===== src/rtl/rtc_irq_pkg.sv =====
package rtc_irq_pkg;
    localparam int SRC_N     = 7;
    localparam int IDX_WRAP  = 0;
    localparam int IDX_TAP0  = 1;
    localparam int IDX_TAP1  = 2;
    localparam int IDX_M0    = 3;
    localparam int IDX_M1    = 4;
    localparam int IDX_CSYNC = 5;
    localparam int IDX_RSYNC = 6;
    localparam int TAP_N     = 2;

    typedef enum logic [1:0] {
        WR_MASK_SET = 2'd0,
        WR_MASK_CLR = 2'd1,
        WR_STAT_CLR = 2'd2,
        WR_NONE     = 2'd3
    } wr_kind_e;
endpackage


===== src/rtl/rtc_edge_watch.sv =====
module rtc_edge_watch #(
    parameter bit RISE = 1'b1
) (
    input  logic clk,
    input  logic rst_n,
    input  logic din,
    output logic hit
);
    typedef enum logic {W_LOW, W_HIGH} wst_e;
    wst_e st_q, st_d;

    always_comb begin
        st_d = st_q;
        unique case (st_q)
            W_LOW:  if (din)  st_d = W_HIGH;
            W_HIGH: if (!din) st_d = W_LOW;
            default: st_d = W_LOW;
        endcase
    end

    always_ff @(posedge clk) begin
        if (!rst_n) st_q <= W_LOW;
        else        st_q <= st_d;
    end

    generate
        if (RISE) begin : g_rise
            always_comb begin
                hit = 1'b0;
                unique case (st_q)
                    W_LOW:  hit = din;
                    W_HIGH: hit = 1'b0;
                    default: hit = 1'b0;
                endcase
            end
        end else begin : g_fall
            always_comb begin
                hit = 1'b0;
                unique case (st_q)
                    W_LOW:  hit = 1'b0;
                    W_HIGH: hit = !din;
                    default: hit = 1'b0;
                endcase
            end
        end
    endgenerate

    // a level held after an edge gives no second hit
    p_single_hit_r6: assert property (@(posedge clk) disable iff (!rst_n)
        hit |=> !hit);
endmodule


===== src/rtl/rtc_irq_mask.sv =====
module rtc_irq_mask #(
    parameter int N = 7
) (
    input  logic         clk,
    input  logic         rst_n,
    input  logic [N-1:0] en_v,
    input  logic [N-1:0] dis_v,
    output logic [N-1:0] mask_q
);
    always_ff @(posedge clk) begin
        if (!rst_n) mask_q <= '0;
        else        mask_q <= (mask_q | en_v) & ~dis_v;
    end

    p_zero_write_keeps_r2: assert property (@(posedge clk) disable iff (!rst_n)
        (en_v == '0 && dis_v == '0) |=> $stable(mask_q));

    p_enable_sets_r2: assert property (@(posedge clk) disable iff (!rst_n)
        (dis_v == '0) |=> ((mask_q & $past(en_v)) == $past(en_v)));
endmodule


===== src/rtl/rtc_irq_status.sv =====
module rtc_irq_status #(
    parameter int N = 7
) (
    input  logic         clk,
    input  logic         rst_n,
    input  logic [N-1:0] set_v,
    input  logic [N-1:0] clr_v,
    output logic [N-1:0] st_q
);
    always_ff @(posedge clk) begin
        if (!rst_n) st_q <= '0;
        else        st_q <= (st_q & ~clr_v) | set_v;
    end

    p_sticky_hold_r4: assert property (@(posedge clk) disable iff (!rst_n)
        1'b1 |=> ((st_q & $past(st_q & ~clr_v)) == $past(st_q & ~clr_v)));

    p_set_beats_clear_r10: assert property (@(posedge clk) disable iff (!rst_n)
        (set_v != '0) |=> ((st_q & $past(set_v)) == $past(set_v)));
endmodule


===== src/rtl/rtc_irq_hub.sv =====
module rtc_irq_hub
    import rtc_irq_pkg::*;
#(
    parameter int PRESC_W = 32,
    localparam int TAP_W  = $clog2(PRESC_W)
) (
    input  logic               clk,
    input  logic               rst_n,
    input  logic               wrap_stb,
    input  logic               match0_stb,
    input  logic               match1_stb,
    input  logic               wrap_on_match,
    input  logic [PRESC_W-1:0] presc_bits,
    input  logic [TAP_W-1:0]   tap_sel0,
    input  logic [TAP_W-1:0]   tap_sel1,
    input  logic               clk_busy,
    input  logic               reg_busy,
    input  logic               wr_en,
    input  logic [1:0]         wr_sel,
    input  logic [SRC_N-1:0]   wr_data,
    output logic               irq_wrap,
    output logic               irq_tick,
    output logic               irq_match,
    output logic               irq_clk_sync,
    output logic               irq_reg_sync,
    output logic [SRC_N-1:0]   status_q,
    output logic [SRC_N-1:0]   mask_q
);
    wr_kind_e             wkind;
    logic [SRC_N-1:0]     mask_en_v, mask_dis_v, stat_clr_v, stat_set_v;
    logic [TAP_W-1:0]     tap_sel [TAP_N];
    logic [TAP_N-1:0]     tap_lvl, tap_hit;
    logic                 csync_hit, rsync_hit;

    assign wkind      = wr_kind_e'(wr_sel);
    assign mask_en_v  = (wr_en && wkind == WR_MASK_SET) ? wr_data : '0;
    assign mask_dis_v = (wr_en && wkind == WR_MASK_CLR) ? wr_data : '0;
    assign stat_clr_v = (wr_en && wkind == WR_STAT_CLR) ? wr_data : '0;

    assign tap_sel[0] = tap_sel0;
    assign tap_sel[1] = tap_sel1;

    generate
        for (genvar t = 0; t < TAP_N; t++) begin : g_tap
            assign tap_lvl[t] = presc_bits[tap_sel[t]];
            rtc_edge_watch #(.RISE(1'b1)) u_tap_watch (
                .clk  (clk),
                .rst_n(rst_n),
                .din  (tap_lvl[t]),
                .hit  (tap_hit[t])
            );
        end
    endgenerate

    rtc_edge_watch #(.RISE(1'b0)) u_csync_watch (
        .clk(clk), .rst_n(rst_n), .din(clk_busy), .hit(csync_hit)
    );
    rtc_edge_watch #(.RISE(1'b0)) u_rsync_watch (
        .clk(clk), .rst_n(rst_n), .din(reg_busy), .hit(rsync_hit)
    );

    always_comb begin
        stat_set_v            = '0;
        stat_set_v[IDX_WRAP]  = wrap_stb | (wrap_on_match & (match0_stb | match1_stb));
        stat_set_v[IDX_TAP0]  = tap_hit[0] & mask_q[IDX_TAP0];
        stat_set_v[IDX_TAP1]  = tap_hit[1] & mask_q[IDX_TAP1];
        stat_set_v[IDX_M0]    = match0_stb;
        stat_set_v[IDX_M1]    = match1_stb;
        stat_set_v[IDX_CSYNC] = csync_hit;
        stat_set_v[IDX_RSYNC] = rsync_hit;
    end

    rtc_irq_mask #(.N(SRC_N)) u_mask (
        .clk(clk), .rst_n(rst_n), .en_v(mask_en_v), .dis_v(mask_dis_v), .mask_q(mask_q)
    );

    rtc_irq_status #(.N(SRC_N)) u_status (
        .clk(clk), .rst_n(rst_n), .set_v(stat_set_v), .clr_v(stat_clr_v), .st_q(status_q)
    );

    logic [SRC_N-1:0] live;
    assign live         = status_q & mask_q;
    assign irq_wrap     = live[IDX_WRAP];
    assign irq_tick     = live[IDX_TAP0] | live[IDX_TAP1];
    assign irq_match    = live[IDX_M0] | live[IDX_M1];
    assign irq_clk_sync = live[IDX_CSYNC];
    assign irq_reg_sync = live[IDX_RSYNC];

    // a masked tap cannot gain status
    p_tap0_gated_r5: assert property (@(posedge clk) disable iff (!rst_n)
        (!mask_q[IDX_TAP0] && !status_q[IDX_TAP0]) |=> !status_q[IDX_TAP0]);
    p_tap1_gated_r5: assert property (@(posedge clk) disable iff (!rst_n)
        (!mask_q[IDX_TAP1] && !status_q[IDX_TAP1]) |=> !status_q[IDX_TAP1]);
    // a match strobe is recorded on the next cycle
    p_match_recorded_r9: assert property (@(posedge clk) disable iff (!rst_n)
        match0_stb |=> status_q[IDX_M0]);
endmodule


===== config.mk =====
export PLATFORM = sky130hd
export DESIGN_NAME = rtc_irq_hub
export DESIGN_NICKNAME = d
export VERILOG_FILES = /design/src/rtl/rtc_irq_pkg.sv /design/src/rtl/rtc_edge_watch.sv /design/src/rtl/rtc_irq_mask.sv /design/src/rtl/rtc_irq_status.sv /design/src/rtl/rtc_irq_hub.sv
export SDC_FILE = /design/constraint.sdc
export NUM_CORES = 1
export LEC_CHECK = 0
export BUFFER_PORTS_ARGS = -buffer_cell sky130_fd_sc_hd__buf_4
export CORE_MARGIN = 3
export CORE_UTILIZATION = 37
export CTS_CLUSTER_DIAMETER = 120
export DETAILED_ROUTE_END_ITERATION = 8
export MAX_ROUTING_LAYER = met4
export PLACE_DENSITY = 0.72
export SYNTH_ARGS = -nofsm -noshare
export SYNTH_HDL_FRONTEND = slang
export SYNTH_SLANG_ARGS = --single-unit

===== constraint.sdc =====
create_clock -name clk -period 1.3 [get_ports clk]
set_clock_uncertainty 0.05 [all_clocks]
set_input_delay 0.065 -clock clk [delete_from_list [all_inputs] [get_ports clk]]
set_output_delay 0.065 -clock clk [all_outputs]
set_load 0.05 [all_outputs]

# Word-level counts from Yosys, hierarchy flattened
# Cells that the tools add are included.
# Widths: inputs -> output; s select.
# op_classes
order_cmp	2
eq_ne	2
mux	15
bitwise_logic	18
reduce_logical	6
# ops
operator	count
$and 7x7->7	3
$mux 7	3
$not 7->7	2
$or 7x7->7	2
$lt 5x6->1 const B	2
$bmux 1 s5	2
$pmux 1 s2	4
$mux 1	6
$not 1->1	4
$or 1x1->1	4
$and 1x1->1	3
$logic_and 1x1->1	3
$eq 2x1->1 const B	1
$eq 2x2->1 const B	1
$logic_not 1->1	2
$logic_not 2->1	1
# word_totals
register_bits	18
inputBits	60
out_inout_bits	19

# Logic depth before layout (Yosys ltp)
# Gate-level depths: netlist (run 1).
# depth
ltp_word	6
ltp_mapped	6

# Modules after synthesis
# Synthesis (run 1) repeated with hierarchy kept, for this count alone.
# hier_totals
hier_cells	170
area_unflattened_um2	1508.9
# by_module_without_submodules
mod	instances	cells_each	area_each_um2	seq_area_each_um2
rtc_irq_hub	1	116	865.8	0.0
rtc_irq_mask	1	21	254.0	140.1
rtc_irq_status	1	21	236.5	140.1
rtc_edge_watch (g_tap[0].u_tap_watch ...)	2	3	40.0	20.0
rtc_edge_watch (u_csync_watch ...)	2	3	36.3	20.0

# Worst setup path before layout (run 1)
# Ideal clock, no wire load.
# synth_path
kind	input to register
start	input port tap_sel0[1]
end	register g_tap[0].u_tap_watch.st_q
t_arrival_ps	1275
required_time_ps	1190
setup_slack_ps	-84
cell_stages	6
path_buffers	2
cell_sequence	buf_6 -> buf_12 -> mux2i_1 -> mux4_2 -> a221oi_2 -> and3_1
# synth_between
elab_chain_len	3
# synth_lines
element	line_no	text
start, declared	rtc_irq_hub.sv:14	input logic [TAP_W-1:0] tap_sel0,
$bmux 1 s5	rtc_irq_hub.sv:45	assign tap_lvl[t] = presc_bits[tap_sel[t]];
$mux 1 (not written as such)	rtc_irq_hub.sv:45	
$mux 1	rtc_edge_watch.sv:15, rtc_edge_watch.sv:16	
end signal, assigned	rtc_edge_watch.sv:23	else st_q <= st_d;
end, declared	rtc_edge_watch.sv:10	wst_e st_q, st_d;
# Every way passes these cells. The select of a mux whose other input is x is not followed.
# A chain may end at the register's enable or synchronous reset.

# Final worst setup path (run 1)
# Ends and elaborated chain as after synthesis.

==> results.md, run 1 <==
- Status: completed
- Post-CTS setup buffers: 0
- Synth unique cells: 22
- CP Max Fanout: 13
- Vias in the first global route: 1323
- Max Freq: 835 MHz
- Worst path required time: 1.44 ns
- Post-layout nets: 287
- R2R depth: 3
- # port buffers: 78
- Global route overflow: 0
- Sum Neg Setup Slack: 0 ns
- WHS Path Cells: 3
- Initial antenna violation count: 0
- Area grow syn2layout: 52.5%
- Yosys reg bits: 18
- Final Hold Vio Count: 0
- Reg2reg setup slack: 0.37 ns
- Startpoint Class: input port
- DRT iter0 DRCs: 67
- Worst min-delay path startpoint: wrap_stb
- # rows: 21
- Leak Pwr: 0.986 nW
- Peak supply drop: 0.704 mV
- Area share of fa/ha/maj cells after synthesis: 0%
- Syn Std Cell Area: 1370 µm²
- CTS tree: built
- Syn nets: 200
- Filler Cell Count: 309
- Post-route DRC: 0
- Critical path, cell by cell: buf_4 > mux2i_1 > mux4_2 > a221oi_2 > and3_1
- Synth Area in XOR/XNOR: 0%
- Final setup viols: 0
- Drt first pass iters: 4
- RSZ-0062 raised after global routing: no
- Post-Route WL: 4030 µm
- Reg-to-reg critical path endpoint: u_status.st_q[2]
- Core ar.: 3440 µm²
- Share of layout cells above drive strength 1: 47.8%
- HPWL Detailed: 3350 µm
- Via count: 1343
- Die Wd: 66.9 µm
- Placement Setup Slack: -0.153 ns
- Clk buf depth: 2
- Multiplexer area fraction after synthesis: 35.4%
- Hold Crit Class: in2reg
- Gpl congestion: 0.784
- Worst EP arrival: 1.34 ns
- Compound-cell area share of the yosys netlist: 12.6%
- Worst skew pair latency: 0.25 ns
- P per Cell Area: 770 nW/µm²
- Max-cap viol count: 0
- CP peak stage delay: 0.47 ns
- Ant diodes: 0
- Multi-input logic area: 930 µm²
- Most frequent cells in the layout: buf_4, mux2i_1, nand2_1
- First-pass GRT wire length: 6290 µm
- Register area: 360 µm²
- Slew @ Worst Pin: 0.249 ns
- Commonest non-fill, non-tap cell in the layout: buf_4
- Global Route Usage Sum: 18.8%
- Largest net degree at the start of global routing: 15
- CP Capture Type: flip-flop
- DR vias/cell: 4.94
- Top delay family on crit path: multiplexers
- Slowest cell on crit path: mux4_2
- Crit share post-route: 92.1%
- Slew headroom: 82.9%
- CTS buffer count: 3
- Cells after Synth: 140
- CP Class: in2reg
- Buffer and inverter count on the worst path: 1
- Die H: 66.9 µm
- CTS clock-pin slew for the worst setup and hold paths: 0.07 ns
- Reg-to-reg startpoint: u_mask.mask_q[2]
- # H-tree levels: 1
- Yosys Warn Count: 0
- IO Pins: 79
- Root buf cell: clkbuf_8
- Sequential area share after synthesis: 26.3%
- Post-layout minimum cycle time: 1.20 ns
- Worst Hold End: u_status.st_q[0]
- Max Slew Vio Count: 0
- Initial Utilization: 39.8%
- WL/cell: 14.8 µm
- Final WS setup: 0.103 ns
- Synth Area in Simple Gates: 19.8%
- Syn avg cell area: 9.80 µm²
- Die ar.: 4470 µm²
- ANT nets after route: 0
- CTS sink cnt: 18
- Main combinational cell family by area after synthesis: multiplexers
[cells in the mapped netlist]
master | number | area share, %
a221oi_2 | 4 | 4.4
nand2b_1 | 2 | 0.91
nor2b_1 | 7 | 3.2
or2_2 | 6 | 2.7
a22o_1 | 2 | 1.3
buf_12 | 2 | 2.9
a21oi_1 | 11 | 4.0
mux2i_1 | 26 | 19
o21ai_0 | 1 | 0.36
mux4_2 | 10 | 16
inv_1 | 2 | 0.55
dfxtp_1 | 18 | 26
and3_1 | 2 | 0.91
nand2_1 | 24 | 6.6
a311oi_1 | 1 | 0.64
buf_6 | 2 | 1.6
and2_1 | 7 | 3.2
nor2_1 | 6 | 1.6
a32o_1 | 2 | 1.5
and3b_1 | 1 | 0.64
clkbuf_1 | 3 | 0.82
a31oi_1 | 1 | 0.46
[logic make-up after synthesis]
| kind of cell | after synthesis |
|---|---|
| and+or+nand+nor | 55 |
| muxes | 36 |
| AOI/OAI and AO/OA | 22 |
| DFF | 18 |
| buffers and inverters | 9 |
[worst max-delay path by stage]
| stage | from | endpoint | slack, ns | cells past startpoint |
|---|---|---|---|---|
| 6_report | tap_sel0[1] | g_tap[0].u_tap_watch.st_q | 0.10 | 5 |
| 5_1_grt | tap_sel1[1] | g_tap[1].u_tap_watch.st_q | 0.04 | 5 |
| 4_1_cts | tap_sel0[1] | u_status.st_q[1] | 0.11 | 5 |
| 3_5_place_dp | tap_sel1[1] | g_tap[1].u_tap_watch.st_q | -0.15 | 5 |
| 3_3_place_gp | tap_sel0[1] | g_tap[0].u_tap_watch.st_q | -0.13 | 5 |
| 2_1_floorplan | tap_sel0[1] | g_tap[0].u_tap_watch.st_q | -0.08 | 6 |
[flip-flops by register name (all words and copies together) (netlist names)]
name and count:
g_tap.u_tap_watch.st_q 2, u_csync_watch.st_q 1, u_mask.mask_q 7, u_rsync_watch.st_q 1, u_status.st_q 7
[per-stage QoR]
step	power (mW)	util [%]	cells	hold WS (ns)	instance area, µm²
2_1_floorplan	0.920	-	140	0.125	1370
4_1_cts	1.63	60.7	272	0.00202	2090
5_1_grt	1.71	60.7	272	0.00158	2090
3_3_place_gp	1.15	57.7	263	0.228	1990
3_5_place_dp	1.16	57.7	263	0.235	1990
6_report	1.61	60.7	272	0.00683	2090
[cell type report]
class,instances,area share (%)
Timing Repair Buffer,89,32.6
Clock buffer,4,2.63
Inverter,2,0.359
Multi-Input combinational cell,113,44.5
Sequential cell,18,17.2
Tap cell,46,2.75
[worst register-to-register path, delay by kind of cell, from the launching register on]
family / cells / cell delay [ns]
flops: 1 / 0.41
compound gates: 2 / 0.33
simple gates: 1 / 0.09
[power breakdown]
group,internal [mW],switching [mW]
clock network,0.269,0.181
registers,0.582,0.0176
logic,0.298,0.263
[repair_timing]
action	4_1_cts	5_1_grt
endpoints found under the setup margin	0	0
gates resized for setup	0	0
hold buffers	5	0
endpoints found under the hold margin	5	0
[routing by layer]
metal  vias to the layer above  GRT usage, %  share of wire (%)  wire, µm
met1                       629          25.1                 44      1770
met3                         2          2.02                3.9       158
met2                        29          31.4                 52      2080
met5                         -             -                  0         0
li1                        683             -                  -         -
met4                         0          2.28               0.42        17
(Power assumes the default switching activity.)
==> run 2, diff against run 1 <==
--- a/config.mk
+++ b/config.mk
@@ -12,6 +12,7 @@
 export DETAILED_ROUTE_END_ITERATION = 8
 export MAX_ROUTING_LAYER = met4
 export PLACE_DENSITY = 0.72
+export RECOVER_POWER = 25
 export SYNTH_ARGS = -nofsm -noshare
 export SYNTH_HDL_FRONTEND = slang
 export SYNTH_SLANG_ARGS = --single-unit
==> constraint.sdc (replaced) <==
create_clock -name clk -period 1.3 [get_ports clk]
set_clock_uncertainty 0.05 [all_clocks]
set_input_delay 0.065 -clock clk [delete_from_list [all_inputs] [get_ports clk]]
set_output_delay 0.065 -clock clk [all_outputs]
set_load 0.01 [all_outputs]
==> results.md, run 2 (same netlist as run 1, synthesis figures left out) <==
- Status: completed
- Die ar.: 4470 µm²
- Hold slack: 0.00817 ns
- Placed cell count: 263
- Via count: 1347
- Root buf cell: clkbuf_8
- Post-route DRC: 0
- CTS sink cnt: 18
- CP Max Fanout: 13
- Commonest non-fill, non-tap cell in the layout: buf_4
- ANT nets after route: 0
- Startpoint Class: input port
- Final Util: 60.5%
- DRT iter0 DRCs: 67
- CTS resizes: 0
- Slew @ Worst Pin: 0.345 ns
- Critical path, cell by cell: buf_4 > mux2i_1 > mux4_2 > a221oi_2 > and3_1
- Regs by FF count: u_mask.mask_q: 7 flops, u_status.st_q: 7 flops, g_tap.u_tap_watch.st_q: 2 flops
- CP peak stage delay: 0.47 ns
- Final WS setup: 0.103 ns
- Die H: 66.9 µm
- Post-layout minimum cycle time: 1.20 ns
- Vias in the first global route: 1323
- CTS buffer count: 3
- Leak Pwr: 0.978 nW
- Post-Route WL: 4010 µm
- Clock power frac: 29.1%
- WL/cell: 14.8 µm
- Slowest cell on crit path: mux4_2
- Worst path required time: 1.44 ns
- Hold Crit Class: in2reg
- Most frequent cells in the layout: buf_4, mux2i_1, nand2_1
- Placed Area: 1990 µm²
- Crit share post-route: 92.1%
- Area grow syn2layout: 51.9%
- Global route overflow: 0
- Filler Cell Count: 312
- Die Wd: 66.9 µm
- Gpl congestion: 0.784
- CTS tree: built
- CTS clock-pin slew for the worst setup and hold paths: 0.07 ns
- P per Cell Area: 738 nW/µm²
- Final instance area: 2080 µm²
- Initial antenna violation count: 0
- Max Slew Vio Count: 0
- Final setup viols: 0
- Largest net degree at the start of global routing: 15
- # port buffers: 78
- Sw frac: 25.6%
- RSZ-0062 raised after global routing: no
- Clk buf depth: 2
- Core ar.: 3440 µm²
- Drt first pass iters: 4
- DR vias/cell: 4.95
- Worst EP arrival: 1.34 ns
- Switch Pwr: 0.393 mW
- Worst skew pair latency: 0.25 ns
- WHS Path Cells: 3
- Share of layout cells above drive strength 1: 46.9%
- Global Route Usage Sum: 18.8%
- First-pass GRT wire length: 6290 µm
- Final Power: 1.54 mW
- Final Hold Vio Count: 0
- R2R depth: 3
- Logic pwr share: 31.9%
- Seq pwr share: 39.0%
- P_int: 1.14 mW
- Placement Setup Slack: -0.153 ns
- Post-layout nets: 287
- Ant diodes: 0
- Sum Neg Setup Slack: 0 ns
- Slew headroom: 77.0%
- HPWL Detailed: 3350 µm
- Max Freq: 835 MHz
- CP Class: in2reg
- # rows: 21
- Final cell count without fillers: 272
- # H-tree levels: 1
- Reg2reg setup slack: 0.37 ns
- Peak supply drop: 0.683 mV
- CP Capture Type: flip-flop
- Initial Utilization: 39.8%
- Max-cap viol count: 0
- IO Pins: 79
run 2: changes by cell type in the layout (fill, tap and decap cells not counted):
cell,before,now
clkbuf_4,0,3
clkbuf_1,0,2
buf_4,84,79
run 2: layout make-up:
type	count	area (µm²)	area share (%)
repair buffers	89	673	32.3
flip-flops and latches	18	360	17.3
multi-input cells	113	930	44.6
well taps	46	57.6	2.76
inverters	2	7.51	0.360
clock buffers	4	55.1	2.64
run 2: timing repair:
| action | in CTS | in global routing |
|---|---|---|
| hold buffers | 5 | 0 |
| endpoints found under the hold margin | 5 | 0 |
| buffers inserted | 0 | 0 |
| endpoints found under the setup margin | 0 | 0 |
run 2: power groups by stage:
| stage | combinational [mW] | clock, mW | sequential (mW) |
|---|---|---|---|
| floorplan | 0.237 | 0 | 0.618 |
| global placement | 0.473 | 0 | 0.612 |
| detailed placement | 0.482 | 0 | 0.612 |
| CTS | 0.496 | 0.469 | 0.599 |
| global route | 0.535 | 0.500 | 0.603 |
| finish | 0.490 | 0.448 | 0.599 |
run 2: worst max-delay path: cells and delay by family:
kind	cells	cell delay (ns)
buffers and inverters	1	0.22
AND/OR/NAND/NOR	1	0.20
AO/OA/AOI/OAI	1	0.26
multiplexers	2	0.58
run 2: metal layers:
layer | global-route usage (%) | wire length, µm | up-vias
li1 | - | - | 683
met1 | 25.1 | 1750 | 633
met2 | 31.4 | 2080 | 29
met3 | 2.02 | 158 | 2
met4 | 2.28 | 17 | 0
met5 | - | 0 | -
run 2: path summary, 6_finish.rpt:
path / start / end
worst max register to register: u_mask.mask_q[2] / u_status.st_q[2]
worst min register to register: u_mask.mask_q[0] / u_mask.mask_q[0]
worst min-delay path: wrap_stb / u_status.st_q[0]
worst max-delay path: tap_sel0[1] / g_tap[0].u_tap_watch.st_q
==> run 3, diff against run 2 <==
--- a/config.mk
+++ b/config.mk
@@ -5,13 +5,12 @@
 export SDC_FILE = /design/constraint.sdc
 export NUM_CORES = 1
 export LEC_CHECK = 0
-export BUFFER_PORTS_ARGS = -buffer_cell sky130_fd_sc_hd__buf_4
 export CORE_MARGIN = 3
 export CORE_UTILIZATION = 37
 export CTS_CLUSTER_DIAMETER = 120
 export DETAILED_ROUTE_END_ITERATION = 8
+export DONT_BUFFER_PORTS = 1
 export MAX_ROUTING_LAYER = met4
-export PLACE_DENSITY = 0.72
 export RECOVER_POWER = 25
 export SYNTH_ARGS = -nofsm -noshare
 export SYNTH_HDL_FRONTEND = slang
==> results.md, run 3 (same netlist as run 1, synthesis figures left out) <==
- Die H: 66.9 µm
- CP Capture Type: flip-flop
- CTS clock-pin slew for the worst setup and hold paths: 0.07 ns
- Final Util: 46.9%
- ANT nets after route: 0
- IO Pins: 79
- P_int: 1.04 mW
- Worst path required time: 1.39 ns
- Worst skew pair latency: 0.25 ns
- Sw frac: 23.4%
- Reg-to-reg critical path endpoint: u_status.st_q[4]
- Placed Area: 1370 µm²
- Final Power: 1.35 mW
- Worst EP arrival: 1.37 ns
- Regs by FF count: u_mask.mask_q: 7 flops, u_status.st_q: 7 flops, g_tap.u_tap_watch.st_q: 2 flops
- Logic pwr share: 21.4%
- Ant diodes: 0
- Post-layout minimum cycle time: 1.27 ns
- Share of layout cells above drive strength 1: 16.5%
- Clk buf depth: 2
- # port buffers: 0
- RSZ-0062 raised after global routing: no
- Slowest cell on crit path: dlygate4sd3_1
- Area grow syn2layout: 17.8%
- CP peak stage delay: 0.57 ns
- Drt first pass iters: 4
- CTS sink cnt: 18
- HPWL Detailed: 2910 µm
- Global route overflow: 0
- Hold_buf cts: 19
- WHS Path Cells: 2
- Die Wd: 66.9 µm
- CTS tree: built
- Root buf cell: clkbuf_8
- DR vias/cell: 5.79
- Seq pwr share: 45.3%
- Final Hold Vio Count: 0
- Post-CTS setup buffers: 0
- Top delay family on crit path: buffers and inverters
- Via count: 1181
- Die ar.: 4470 µm²
- Reg2reg setup slack: 0.03 ns
- Max Freq: 785 MHz
- Hold Crit Class: in2reg
- CP Class: reg2reg
- Buffer and inverter count on the worst path: 1
- WL/cell: 18.1 µm
- CTS resizes: 0
- Max-cap viol count: 0
- Worst min-delay path startpoint: match1_stb
- Gpl congestion: 0.719
- Startpoint Class: flip-flop
- Critical path, cell by cell: a21oi_1 > dlygate4sd3_1 > nor2_1
- Status: completed
- Sum Neg Setup Slack: 0 ns
- Leak Pwr: 0.645 nW
- Peak supply drop: 0.632 mV
- Most frequent cells in the layout: mux2i_1, nand2_1, dlygate4sd3_1
- Max Slew Vio Count: 0
- Post-layout nets: 219
- Switch Pwr: 0.317 mW
- Largest net degree at the start of global routing: 15
- # rows: 21
- CTS buffer count: 3
- Slew @ Worst Pin: 0.292 ns
- R2R depth: 3
- Core ar.: 3440 µm²
- Initial antenna violation count: 0
- Commonest non-fill, non-tap cell in the layout: mux2i_1
- # H-tree levels: 1
- CP Max Fanout: 3
- Crit share post-route: 97.9%
- Post-Route WL: 3690 µm
- P per Cell Area: 837 nW/µm²
- Vias in the first global route: 1286
- Slew headroom: 80.5%
- Final setup viols: 0
- Hold slack: 0.0326 ns
- Initial Utilization: 39.8%
- Worst Hold End: u_status.st_q[0]
- Global Route Usage Sum: 18.4%
- Post-route DRC: 0
- Reg-to-reg startpoint: u_status.st_q[4]
- Clock power frac: 33.3%
- First-pass GRT wire length: 6060 µm
- DRT iter0 DRCs: 46
- Final instance area: 1620 µm²
run 3: cell count changes in the layout (fill, tap and decap cells not counted), sizes merged:
cell and delta:
clkbuf -5, buf -77, dlygate4sd3 +14
run 3: worst max path at each step:
stage | startpoint | end | slack [ns] | cells past startpoint
floorplan | tap_sel0[1] | g_tap[0].u_tap_watch.st_q | -0.08 | 6
global placement | tap_sel1[0] | u_status.st_q[2] | 0.11 | 4
detailed placement | tap_sel0[1] | u_status.st_q[1] | 0.06 | 4
CTS | u_status.st_q[3] | u_status.st_q[3] | 0.06 | 3
global route | u_status.st_q[4] | u_status.st_q[4] | 0.004 | 3
finish | u_status.st_q[4] | u_status.st_q[4] | 0.03 | 3
run 3: metal layers:
layer / global-route usage, % / share of wire [%]
met1: 19.3 / 34
met2: 33.0 / 55
met3: 5.90 / 8.9
met4: 4.81 / 2.4
met5: - / 0
run 3: layout make-up:
class,instances,area (µm²)
Clock buffer,4,55.1
Fill cell,328,1830
Inverter,2,7.51
Multi-Input combinational cell,113,930
Sequential cell,18,360
Tap cell,46,57.6
Timing Repair Buffer,21,205
run 3: power by group through the flow:
stage          Combinational (mW)  Sequential [mW]  Clock, mW
2_1_floorplan               0.237            0.618          0
3_3_place_gp                0.228            0.624          0
3_5_place_dp                0.235            0.625          0
4_1_cts                     0.289            0.613      0.474
5_1_grt                     0.318            0.616      0.493
6_report                    0.289            0.613      0.450
run 3: stage by stage:
stage	std cells	setup slack, ns
finish	204	0.0269
global route	204	0.00384
CTS	204	0.0637
detailed placement	181	0.0624
global placement	181	0.113
floorplan	140	-0.0845
